## src/rtl/bmc_pkg.sv

```systemverilog
package bmc_pkg;
  localparam int SLOTS_PER_SUB = 32;
  localparam int AUDIO_BITS    = 24;
  localparam int PAYLOAD_BITS  = SLOTS_PER_SUB - 4;
  localparam int CH_FIELD_LO   = 20;
  localparam int CH_FIELD_HI   = 23;

  typedef enum logic [1:0] {PRE_BLOCK, PRE_CH1, PRE_CH2} pre_kind_e;

  function automatic logic [7:0] pre_pattern(input pre_kind_e kind);
    case (kind)
      PRE_BLOCK: pre_pattern = 8'b1110_1000;
      PRE_CH1:   pre_pattern = 8'b1110_0010;
      default:   pre_pattern = 8'b1110_0100;
    endcase
  endfunction
endpackage

```

## src/rtl/bmc_timebase.sv

```systemverilog
module bmc_timebase #(
  parameter int STATES = 128,
  parameter int FRAMES = 192,
  localparam int POS_W = $clog2(STATES),
  localparam int FRM_W = $clog2(FRAMES)
) (
  input  logic             clk,
  input  logic             rst_n,
  input  logic             adv,
  input  logic             clear,
  output logic [POS_W-1:0] pos_q,
  output logic [FRM_W-1:0] frame_q
);
  logic [POS_W-1:0] pos_d;
  logic [FRM_W-1:0] frame_d;

  always_comb begin
    pos_d   = pos_q;
    frame_d = frame_q;
    if (clear) begin
      pos_d   = '0;
      frame_d = '0;
    end else if (adv) begin
      if (pos_q == POS_W'(STATES - 1)) begin
        pos_d   = '0;
        frame_d = (frame_q == FRM_W'(FRAMES - 1)) ? '0 : frame_q + 1'b1;
      end else begin
        pos_d = pos_q + 1'b1;
      end
    end
  end

  always_ff @(posedge clk or negedge rst_n) begin
    if (!rst_n) begin
      pos_q   <= '0;
      frame_q <= '0;
    end else begin
      pos_q   <= pos_d;
      frame_q <= frame_d;
    end
  end
endmodule

```

## src/rtl/bmc_slot_bits.sv

```systemverilog
module bmc_slot_bits
  import bmc_pkg::*;
#(
  parameter int FRAMES     = 192,
  parameter int CS_BITS    = 42,
  parameter int SHORT_ZERO = 8,
  localparam int FRM_W     = $clog2(FRAMES),
  localparam int CS_IDX_W  = $clog2(CS_BITS)
) (
  input  logic                  clk,
  input  logic                  rst_n,
  input  logic                  take,
  input  logic [AUDIO_BITS-1:0] left_in,
  input  logic [AUDIO_BITS-1:0] right_in,
  input  logic                  short_in,
  input  logic                  valid_in,
  input  logic [CS_BITS-1:0]    cs_bits,
  input  logic                  stereo,
  input  logic [FRM_W-1:0]      frame,
  input  logic                  chan,
  input  logic [4:0]            slot,
  output logic                  bit_val
);
  logic [AUDIO_BITS-1:0] left_q, right_q;
  logic                  short_q, valid_q;
  logic [AUDIO_BITS-1:0] audio;
  logic                  cs_raw, cs_bit, in_field;
  logic [PAYLOAD_BITS-2:0] body;
  logic [PAYLOAD_BITS-1:0] word;
  logic [4:0]              idx;

  always_ff @(posedge clk or negedge rst_n) begin
    if (!rst_n) begin
      left_q  <= '0;
      right_q <= '0;
      short_q <= 1'b0;
      valid_q <= 1'b0;
    end else if (take) begin
      left_q  <= left_in;
      right_q <= right_in;
      short_q <= short_in;
      valid_q <= valid_in;
    end
  end

  always_comb begin
    audio = chan ? right_q : left_q;
    if (short_q) audio[SHORT_ZERO-1:0] = '0;
  end

  always_comb begin
    cs_raw   = (frame < FRM_W'(CS_BITS)) ? cs_bits[frame[CS_IDX_W-1:0]] : 1'b0;
    in_field = (frame >= FRM_W'(CH_FIELD_LO)) && (frame <= FRM_W'(CH_FIELD_HI));
    if (!cs_bits[0] && in_field)
      cs_bit = stereo && ((!chan && frame == FRM_W'(CH_FIELD_LO)) ||
                          ( chan && frame == FRM_W'(CH_FIELD_LO + 1)));
    else
      cs_bit = cs_raw;
  end

  assign body = {cs_bit, 1'b0, valid_q, audio};
  assign word = {^body, body};
  assign idx  = slot - 5'd4;

  always_comb begin
    bit_val = 1'b0;
    if (slot >= 5'd4) bit_val = word[idx];
  end
endmodule

```

## src/rtl/bmc_line_encoder.sv

```systemverilog
module bmc_line_encoder
  import bmc_pkg::*;
#(
  parameter int FRAMES = 192,
  parameter int STATES = 128,
  localparam int POS_W = $clog2(STATES),
  localparam int FRM_W = $clog2(FRAMES)
) (
  input  logic             clk,
  input  logic             rst_n,
  input  logic             adv,
  input  logic             clear,
  input  logic             gate,
  input  logic [POS_W-1:0] pos,
  input  logic [FRM_W-1:0] frame,
  input  logic             bit_val,
  output logic             line_q
);
  logic      lvl_q, lvl_d, pol_q, pol_d, ref_lvl, in_pre;
  logic [2:0] k;
  pre_kind_e kind;
  logic [7:0] pat;

  assign in_pre = (pos[5:3] == 3'd0);
  assign k      = pos[2:0];
  assign kind   = pos[6] ? PRE_CH2 : ((frame == '0) ? PRE_BLOCK : PRE_CH1);
  assign pat    = pre_pattern(kind);
  assign ref_lvl = (k == 3'd0) ? lvl_q : pol_q;

  always_comb begin
    lvl_d = lvl_q;
    pol_d = pol_q;
    if (clear) begin
      lvl_d = 1'b0;
      pol_d = 1'b0;
    end else if (adv) begin
      if (in_pre) begin
        lvl_d = pat[3'd7 - k] ^ ref_lvl;
        if (k == 3'd0) pol_d = lvl_q;
      end else if (!pos[0]) begin
        lvl_d = ~lvl_q;
      end else begin
        lvl_d = bit_val ? ~lvl_q : lvl_q;
      end
    end
  end

  always_ff @(posedge clk or negedge rst_n) begin
    if (!rst_n) begin
      lvl_q  <= 1'b0;
      pol_q  <= 1'b0;
      line_q <= 1'b0;
    end else begin
      lvl_q  <= lvl_d;
      pol_q  <= pol_d;
      line_q <= gate & lvl_d;
    end
  end
endmodule

```

## src/rtl/bmc_subframe_tx.sv

```systemverilog
module bmc_subframe_tx
  import bmc_pkg::*;
#(
  parameter int FRAMES     = 192,
  parameter int CS_BITS    = 42,
  parameter int SHORT_ZERO = 8,
  localparam int STATES    = 4 * SLOTS_PER_SUB,
  localparam int POS_W     = $clog2(STATES),
  localparam int FRM_W     = $clog2(FRAMES)
) (
  input  logic                  clk,
  input  logic                  rst_n,
  input  logic                  state_tick,
  input  logic [AUDIO_BITS-1:0] left_sample,
  input  logic [AUDIO_BITS-1:0] right_sample,
  input  logic                  short_word,
  input  logic                  validity,
  input  logic [CS_BITS-1:0]    chan_status,
  input  logic                  stereo,
  input  logic                  tx_en,
  input  logic                  pwr_on,
  input  logic                  timing_run,
  output logic                  line_out,
  output logic                  sample_take
);
  logic             run, gate, adv, clear, bit_val;
  logic [POS_W-1:0] pos_q;
  logic [FRM_W-1:0] frame_q;

  assign run   = pwr_on & timing_run;
  assign gate  = run & tx_en;
  assign adv   = state_tick & run;
  assign clear = ~run;
  assign sample_take = adv & (pos_q == '0);

  bmc_timebase #(.STATES(STATES), .FRAMES(FRAMES)) u_time (
    .clk(clk), .rst_n(rst_n), .adv(adv), .clear(clear),
    .pos_q(pos_q), .frame_q(frame_q)
  );

  bmc_slot_bits #(.FRAMES(FRAMES), .CS_BITS(CS_BITS), .SHORT_ZERO(SHORT_ZERO)) u_bits (
    .clk(clk), .rst_n(rst_n), .take(sample_take),
    .left_in(left_sample), .right_in(right_sample),
    .short_in(short_word), .valid_in(validity),
    .cs_bits(chan_status), .stereo(stereo),
    .frame(frame_q), .chan(pos_q[6]), .slot(pos_q[5:1]),
    .bit_val(bit_val)
  );

  bmc_line_encoder #(.FRAMES(FRAMES), .STATES(STATES)) u_enc (
    .clk(clk), .rst_n(rst_n), .adv(adv), .clear(clear), .gate(gate),
    .pos(pos_q), .frame(frame_q), .bit_val(bit_val), .line_q(line_out)
  );
endmodule

```

## config.mk

```make
export PLATFORM = sky130hd
export DESIGN_NAME = bmc_subframe_tx
export DESIGN_NICKNAME = d
export VERILOG_FILES = /design/src/rtl/bmc_pkg.sv /design/src/rtl/bmc_timebase.sv /design/src/rtl/bmc_slot_bits.sv /design/src/rtl/bmc_line_encoder.sv /design/src/rtl/bmc_subframe_tx.sv
export SDC_FILE = /design/constraint.sdc
export NUM_CORES = 1
export LEC_CHECK = 0
export ABC_CLOCK_PERIOD_IN_PS = 3200
export BUFFER_PORTS_ARGS = -buffer_cell sky130_fd_sc_hd__buf_2
export CAP_MARGIN = 20
export CORE_MARGIN = 2
export CORE_UTILIZATION = 49
export DETAILED_ROUTE_END_ITERATION = 8
export HOLD_SLACK_MARGIN = 0.05
export PLACE_DENSITY = 0.76
export REMOVE_ABC_BUFFERS = 1
export SETUP_SLACK_MARGIN = 0.3
export SYNTH_ARGS = -nofsm -noshare
export SYNTH_HDL_FRONTEND = slang
export SYNTH_HIERARCHICAL = 1
export SYNTH_SLANG_ARGS = --single-unit
```

## constraint.sdc

```tcl
create_clock -name clk -period 3.2 [get_ports clk]
set_input_delay 0.32 -clock clk [delete_from_list [all_inputs] [get_ports clk]]
set_output_delay 0.32 -clock clk [all_outputs]
set_load 0.005 [all_outputs]
```

**Word level (Yosys, flattened, before mapping)**

Index checks and enable logic that the tools add are counted.

- Add/sub/neg operators: 4
- $lt $le $gt $ge: 7
- Equality and inequality tests: 8
- Muxes and demuxes: 30
- Bitwise operators: 7
- Reduce and logical (&&, ||, !) cells: 16

Operator list:

| operator | number |
|---|---|
| $mux W8 | 5 |
| $reduce_xor A27 Y1 | 1 |
| $mux W24 | 1 |
| $mux W7 | 3 |
| $eq A8 B5 Y1 const B | 2 |
| $mux W1 | 16 |
| $add A8 B1 Y8 const B | 1 |
| $eq A8 B8 Y1 const B | 1 |
| $ge A8 B5 Y1 const B | 1 |
| $le A8 B5 Y1 const B | 1 |
| $logic_not A8 Y1 | 1 |
| $lt A8 B6 Y1 const B | 1 |
| $pmux W4 S2 | 1 |
| $add A7 B1 Y7 const B | 1 |
| $eq A7 B7 Y1 const B | 1 |
| $logic_not A7 Y1 | 1 |
| $lt A6 B7 Y1 const B | 1 |
| $bmux W1 S6 | 1 |
| $logic_not A3 Y1 | 2 |
| $lt A5 B6 Y1 const B | 1 |
| $ne A2 B1 Y1 const B | 3 |
| $and A1 B1 Y1 | 5 |
| $bmux W1 S5 | 1 |
| $ge A5 B3 Y1 const B | 1 |
| 13 further kinds | 19 |

- Register bits: 68
- Bits of input ports: 99
- Output and inout bits: 2
- Logic and storage cells: 81

**Logic depth before layout (Yosys ltp)**

- Depth in word-level cells: 15
- Depth in mapped cells: 15
- Gate-level depth less buffers: 14

**By module**

The synthesis kept the hierarchy.

By module, submodules not included:

| module | instances | cells an instance | area an instance (µm²) | seq. area each (µm²) |
|---|---|---|---|---|
| bmc_slot_bits | 1 | 266 | 3323.2 | 1251.2 |
| bmc_timebase | 1 | 79 | 772.0 | 375.4 |
| bmc_line_encoder | 1 | 27 | 254.0 | 75.1 |
| bmc_subframe_tx | 1 | 6 | 33.8 | 0.0 |

**Worst setup path before layout**

Ideal clock, no wire load.

- Kind: flip-flop to flip-flop
- Start point: reg u_time.pos_q[6]
- End point: reg u_enc.line_q
- Setup time: 0.141 ns
- Data arrival time: 2.915 ns
- Required time: 3.059 ns
- Path slack: 0.144 ns
- Stages on the path, launching flop included: 16
- Buffers on the path: 3
- Clock period less this slack: 3.056 ns
- Cells stage by stage: dfrtp_1 buf_6 buf_2 buf_2 mux2i_1 a21oi_1 a22oi_1 nand2_1 o31ai_1 a211oi_2 mux2i_1 nand2_1 or2b_1 o21a_1 o221ai_1 a311oi_2

- Cells in the longest elaborated chain, start to end: 15
- Elaborated cells between the ends (all ways): 25
- Those cells by class: 1 x eq/ne; 15 x mux; 2 x bitwise; 7 x reduce/logical

RTL lines:

| item | RTL line | text |
|---|---|---|
| start: declaration | bmc_timebase.sv:11 | `output logic [POS_W-1:0] pos_q,` |
| start signal: assignment | bmc_timebase.sv:38 | `pos_q <= pos_d;` |
| $logic_not A1 Y1 | bmc_slot_bits.sv:55 | `cs_bit = stereo && ((!chan && frame == FRM_W'(CH_FIELD_LO)) \|\|` |
| $logic_and A1 B1 Y1 | bmc_slot_bits.sv:55 |  |
| $logic_or A1 B1 Y1 | bmc_slot_bits.sv:55 |  |
| $logic_and A1 B1 Y1 | bmc_slot_bits.sv:55 |  |
| $mux W1 | bmc_slot_bits.sv:54 | `if (!cs_bits[0] && in_field)` |
| $reduce_xor A27 Y1 | bmc_slot_bits.sv:62 | `assign word = {^body, body};` |
| $bmux W1 S5 (*) | bmc_slot_bits.sv:67 | `if (slot >= 5'd4) bit_val = word[idx];` |
| $mux W1 (implied by the code) (*) | bmc_slot_bits.sv:67 |  |
| $mux W1 (*) | bmc_slot_bits.sv:67 |  |
| named net bit_val | bmc_subframe_tx.sv:26 | `logic run, gate, adv, clear, bit_val;` |
| $mux W1 (*) | bmc_line_encoder.sv:43 | `lvl_d = bit_val ? ~lvl_q : lvl_q;` |
| $mux W1 (*) | bmc_line_encoder.sv:40 | `end else if (!pos[0]) begin` |
| $mux W1 (*) | bmc_line_encoder.sv:37 | `if (in_pre) begin` |
| $mux W1 (*) | bmc_line_encoder.sv:36 | `end else if (adv) begin` |
| $mux W1 (*) | bmc_line_encoder.sv:33 | `if (clear) begin` |
| $and A1 B1 Y1 (*) | bmc_line_encoder.sv:56 | `line_q <= gate & lvl_d;` |
| end signal: assignment | bmc_line_encoder.sv:56 |  |
| end: declaration | bmc_line_encoder.sv:17 | `output logic line_q` |

The timed path passes the listed nets; every way through them passes the cells marked *. The select of a mux whose other input is x is not followed.
A chain may end at the register's enable or synchronous reset.

**Worst setup path after layout**

- Start point: reg u_time.pos_q[6]
- End point: reg u_enc.lvl_q

- Cells in the longest elaborated chain, start to end: 14
- Elaborated cells between the ends (all ways): 24
- Those cells by class: 1 x eq/ne; 15 x mux; 1 x bitwise; 7 x reduce/logical

RTL lines:

| item | RTL line | text |
|---|---|---|
| $logic_not A1 Y1 | bmc_slot_bits.sv:55 |  |
| $logic_and A1 B1 Y1 | bmc_slot_bits.sv:55 |  |
| $logic_or A1 B1 Y1 | bmc_slot_bits.sv:55 |  |
| $logic_and A1 B1 Y1 | bmc_slot_bits.sv:55 |  |
| $mux W1 | bmc_slot_bits.sv:54 |  |
| $reduce_xor A27 Y1 | bmc_slot_bits.sv:62 |  |
| $bmux W1 S5 (*) | bmc_slot_bits.sv:67 |  |
| $mux W1 (implied by the code) (*) | bmc_slot_bits.sv:67 |  |
| $mux W1 (*) | bmc_slot_bits.sv:67 |  |
| named net bit_val | bmc_subframe_tx.sv:26 |  |
| $mux W1 (*) | bmc_line_encoder.sv:43 |  |
| $mux W1 (*) | bmc_line_encoder.sv:40 |  |
| $mux W1 (*) | bmc_line_encoder.sv:37 |  |
| $mux W1 (*) | bmc_line_encoder.sv:36 |  |
| $mux W1 (*) | bmc_line_encoder.sv:33 |  |
| named net u_enc.lvl_d | bmc_line_encoder.sv:19 | `logic lvl_q, lvl_d, pol_q, pol_d, ref_lvl, in_pre;` |
| end signal: assignment | bmc_line_encoder.sv:54 | `lvl_q <= lvl_d;` |
| end: declaration | bmc_line_encoder.sv:19 |  |

Marked as above.

==> qor.yml <==
floorplan:
  rows: 34
  coreArea_mm2: 0.00868
  ios: 101
  initial_utilization_pct: 50.5
  die_area_mm2: 0.00972
  chipWidth_um: 98.6
  die_y_um: 98.6
synth:
  synth_flop_cell: "dfrtp_1"
  ys_seq_area_share_pct: 38.8
  synthMuxAreaShare_pct: 28.0
  netlist_area_mm2: 0.00438
  synth_area_per_cell_um2: 11.6
  yosys-top-cells-count: "68 x dfrtp_1, 52 x mux2_2, 24 x nor2_1, 22 x xnor2_1, 21 x xor2_1"
  synthTopCellsByArea: "dfrtp_1 39%, mux2_2 13%, mux4_2 10%"
  synth.top_cell.area_share_pct: 38.8
  synth_cells: 378
  synth_top_family_by_area: "multiplexers"
  async_flop_share_pct: 100
  ys.warnings.count: 6
  synth_edf_count: 0
  synthSimpleGateAreaFrac_pct: 13.0
  yosys.area.top_type: "dfrtp_1"
  yosys.area_share.adder_pct: 1.14
  yosysMostFrequentCell: "dfrtp_1"
  ys_seq_elements: 68
  synth_compound_area_share_pct: 7.28
  synth-xor-area-share_pct: 9.11
  ys_types: 56
placement:
  gp_congestion: 0.848
  hpwl_um: 7250
  port_buffers: 100
routing:
  drc: 0
  via_per_inst: 5.75
  wl_per_cell_um: 16.3
  wirelength_um: 9810
  antenna_left: 0
  dr.first_iter.drc_count: 258
  via_count: 3468
  first_pass_iters: 4
setup_path:
  reg2reg_depth: 12
  cp_slowest_stage_delay_ns: 0.52
  worstReg2RegStart: "u_time/pos_q[6]"
  worstSetupStartpoint: "u_time/pos_q[6]"
  crit_path_start_kind: "flip-flop"
  crit_chain: "mux4_2 > mux4_2 > nor2b_2 > nand2b_1 > o211ai_1 > a211oi_2 > mux2i_1 > nand2_1 > or2b_1 > o21a_1 > o221ai_2 > a31oi_1"
  cp-end-kind: "flip-flop"
  cpMostUsedCell: "mux4_2"
  path_buf_inv: 0
  worst_ep_required_time_ns: 3.41
  rrSetupSlack_ns: 0.20
  crit_family: "multiplexers"
  crit_fanout: 7
  worstSetupPathType: "flip-flop to flip-flop"
  r2r-end: "u_enc/lvl_q"
  slowest_stage: "mux4_2"
  critPathArrivalTime_ns: 3.21
sta:
  max_freq_mhz: 333
  drv_slew: 0
  post-route-period-util_pct: 93.7
  setup_violations: 0
  slew_headroom_pct: 45.5
  rsz0062_at_grt: "yes"
  worst_pin_slew_ns: 0.817
  hold_violations: 0
  min_period_ns: 3.00
  fin_skew_ns: 0.00931
  hold_slack_ns: 0.0585
finish:
  antennaDiodeCount: 0
  fin_nets: 594
  ff_latch_area_mm2: 0.00171
  multiInputGateArea_mm2: 0.00260
  area_growth_syn_to_layout_pct: 22.7
  layout-drive-gt1-share_pct: 45.1
  fillerInstances: 721
  utilization_pct: 62.0
outcome:
  outcome: "finished, final reports clean"
power_and_ir_drop:
  irDropWorstVdd_uv: 388
  leakagePower_uw: 0.00223
  power.total_uw: 2700
  powerDensity_mw_per_mm2: 502
clock_tree:
  clk_latency_ns: 0.35
  numCtsBuffers: 9
  cts_buffer_depth: 2
  postCtsHoldBufs: 0
  htreeDepth: 3
  cts_tree: "yes"
  clkTransAtPathRegs_ns: 0.07
  cts_sinks: 68
  cts-root-buf: "clkbuf_8"
grt:
  grt_usage_pct: 20.8
  antenna_found_initial: 0
  grt_pass1_wl_um: 16300
  grt_max_degree: 37
  grt_overflow: 0
  grt_pass1_vias: 3435
job:
  drv_cap: 0
min_path:
  hold_class: "input port to asynchronous set/reset pin"
==> where the power goes <==
part | internal [µW] | total, µW | switching (µW)
Combinational | 483 | 766 | 283
Sequential | 988 | 1120 | 134
Clock | 500 | 812 | 312
Total | 1970 | 2700 | 729
==> final cells by class <==
cell class              instances  share of cell area, %
flip-flops and latches         68                   31.7
inverters                       7                  0.488
well taps                     108                   2.51
clock buffers                  12                   3.07
repair buffers                119                   12.6
multi-input cells             286                   48.4
clock inverters                 3                   1.28
==> cells by family after synthesis <==
logic type	count (synthesis)
AND/OR/NAND/NOR	104
multiplexers	91
flip-flops	68
XOR/XNOR	44
AO/OA/AOI/OAI	43
buffers and inverters	24
adder cells (fa/ha/maj)	4
==> worst register-to-register path, delay by kind of cell, from the launching register on <==
family             cells  cell delay (ns)
muxes                  3             1.15
DFF                    1             0.50
AOI/OAI and AO/OA      5             0.70
and+or+nand+nor        4             0.52
==> layout by cell type (no fill, tap or decap), types with 3 or more instances in the layout <==
cell type and n:
o21ai_0 4, mux2_2 52, nor2b_1 3, nor2_1 24, nand3b_1 4, xnor2_1 22
mux2i_1 19, inv_1 7, nor3_1 9, dfrtp_1 67, nand4_1 8, o211ai_1 3
buf_4 15, a21oi_1 9, nand2b_1 4, ha_1 4, clkbuf_8 12, nand2_1 15
a211oi_1 4, or3_1 4, and2_1 3, mux4_2 20, and3_1 4, a22oi_1 6
buf_2 100, nand3_1 9, xor2_1 21
==> worst max path at each step <==
| stage | to | slack (ns) | cells after the start |
|---|---|---|---|
| 6_report | u_enc/lvl_q | 0.20 | 12 |
| 5_1_grt | u_enc/lvl_q | 0.05 | 13 |
| 4_1_cts | u_enc/line_q | 0.21 | 12 |
| 3_5_place_dp | u_enc/line_q | -0.02 | 12 |
| 3_3_place_gp | u_enc/line_q | 0.06 | 13 |
| 2_1_floorplan | u_enc/line_q | -0.59 | 12 |
==> sequential cells by signal, summed over array words and instances, names as in the netlist <==
name	count
u_bits/left_q	24
u_bits/right_q	24
u_bits/short_q	1
u_bits/valid_q	1
u_enc/line_q	1
u_enc/lvl_q	1
u_enc/pol_q	1
u_time/frame_q	8
u_time/pos_q	7
==> per-layer routing <==
layer | up-vias | routed length (µm) | share of wire [%] | track usage [%]
met5 | - | 0 | 0 | 0
met4 | 0 | 108 | 1.1 | 4.11
met1 | 1710 | 4290 | 44 | 28.2
met3 | 10 | 504 | 5.1 | 4.96
li1 | 1636 | - | - | -
met2 | 112 | 4910 | 50 | 34.7
==> timing repair <==
action | in CTS | in global routing
cloned | 0 | 0
gates resized for setup | 10 | 1
buffers inserted | 4 | 0
endpoints found under the hold margin | 0 | 0
setup endpoints to repair | 2 | 3
pin swaps | 4 | 1
==> metrics by stage <==
| stage | instances | worst slack [ns] | cell area, µm² | TNS, ns |
|---|---|---|---|---|
| after detailed placement | 584 | -0.0193 | 5070 | -0.0211 |
| final | 603 | 0.200 | 5380 | 0 |
| after global routing | 603 | 0.0546 | 5380 | 0 |
| after floorplan | 361 | -0.585 | 4290 | -1.15 |
| after global placement | 584 | 0.0583 | 5070 | 0 |
| after CTS | 603 | 0.208 | 5380 | 0 |
Power figures use the tool's default switching activity.
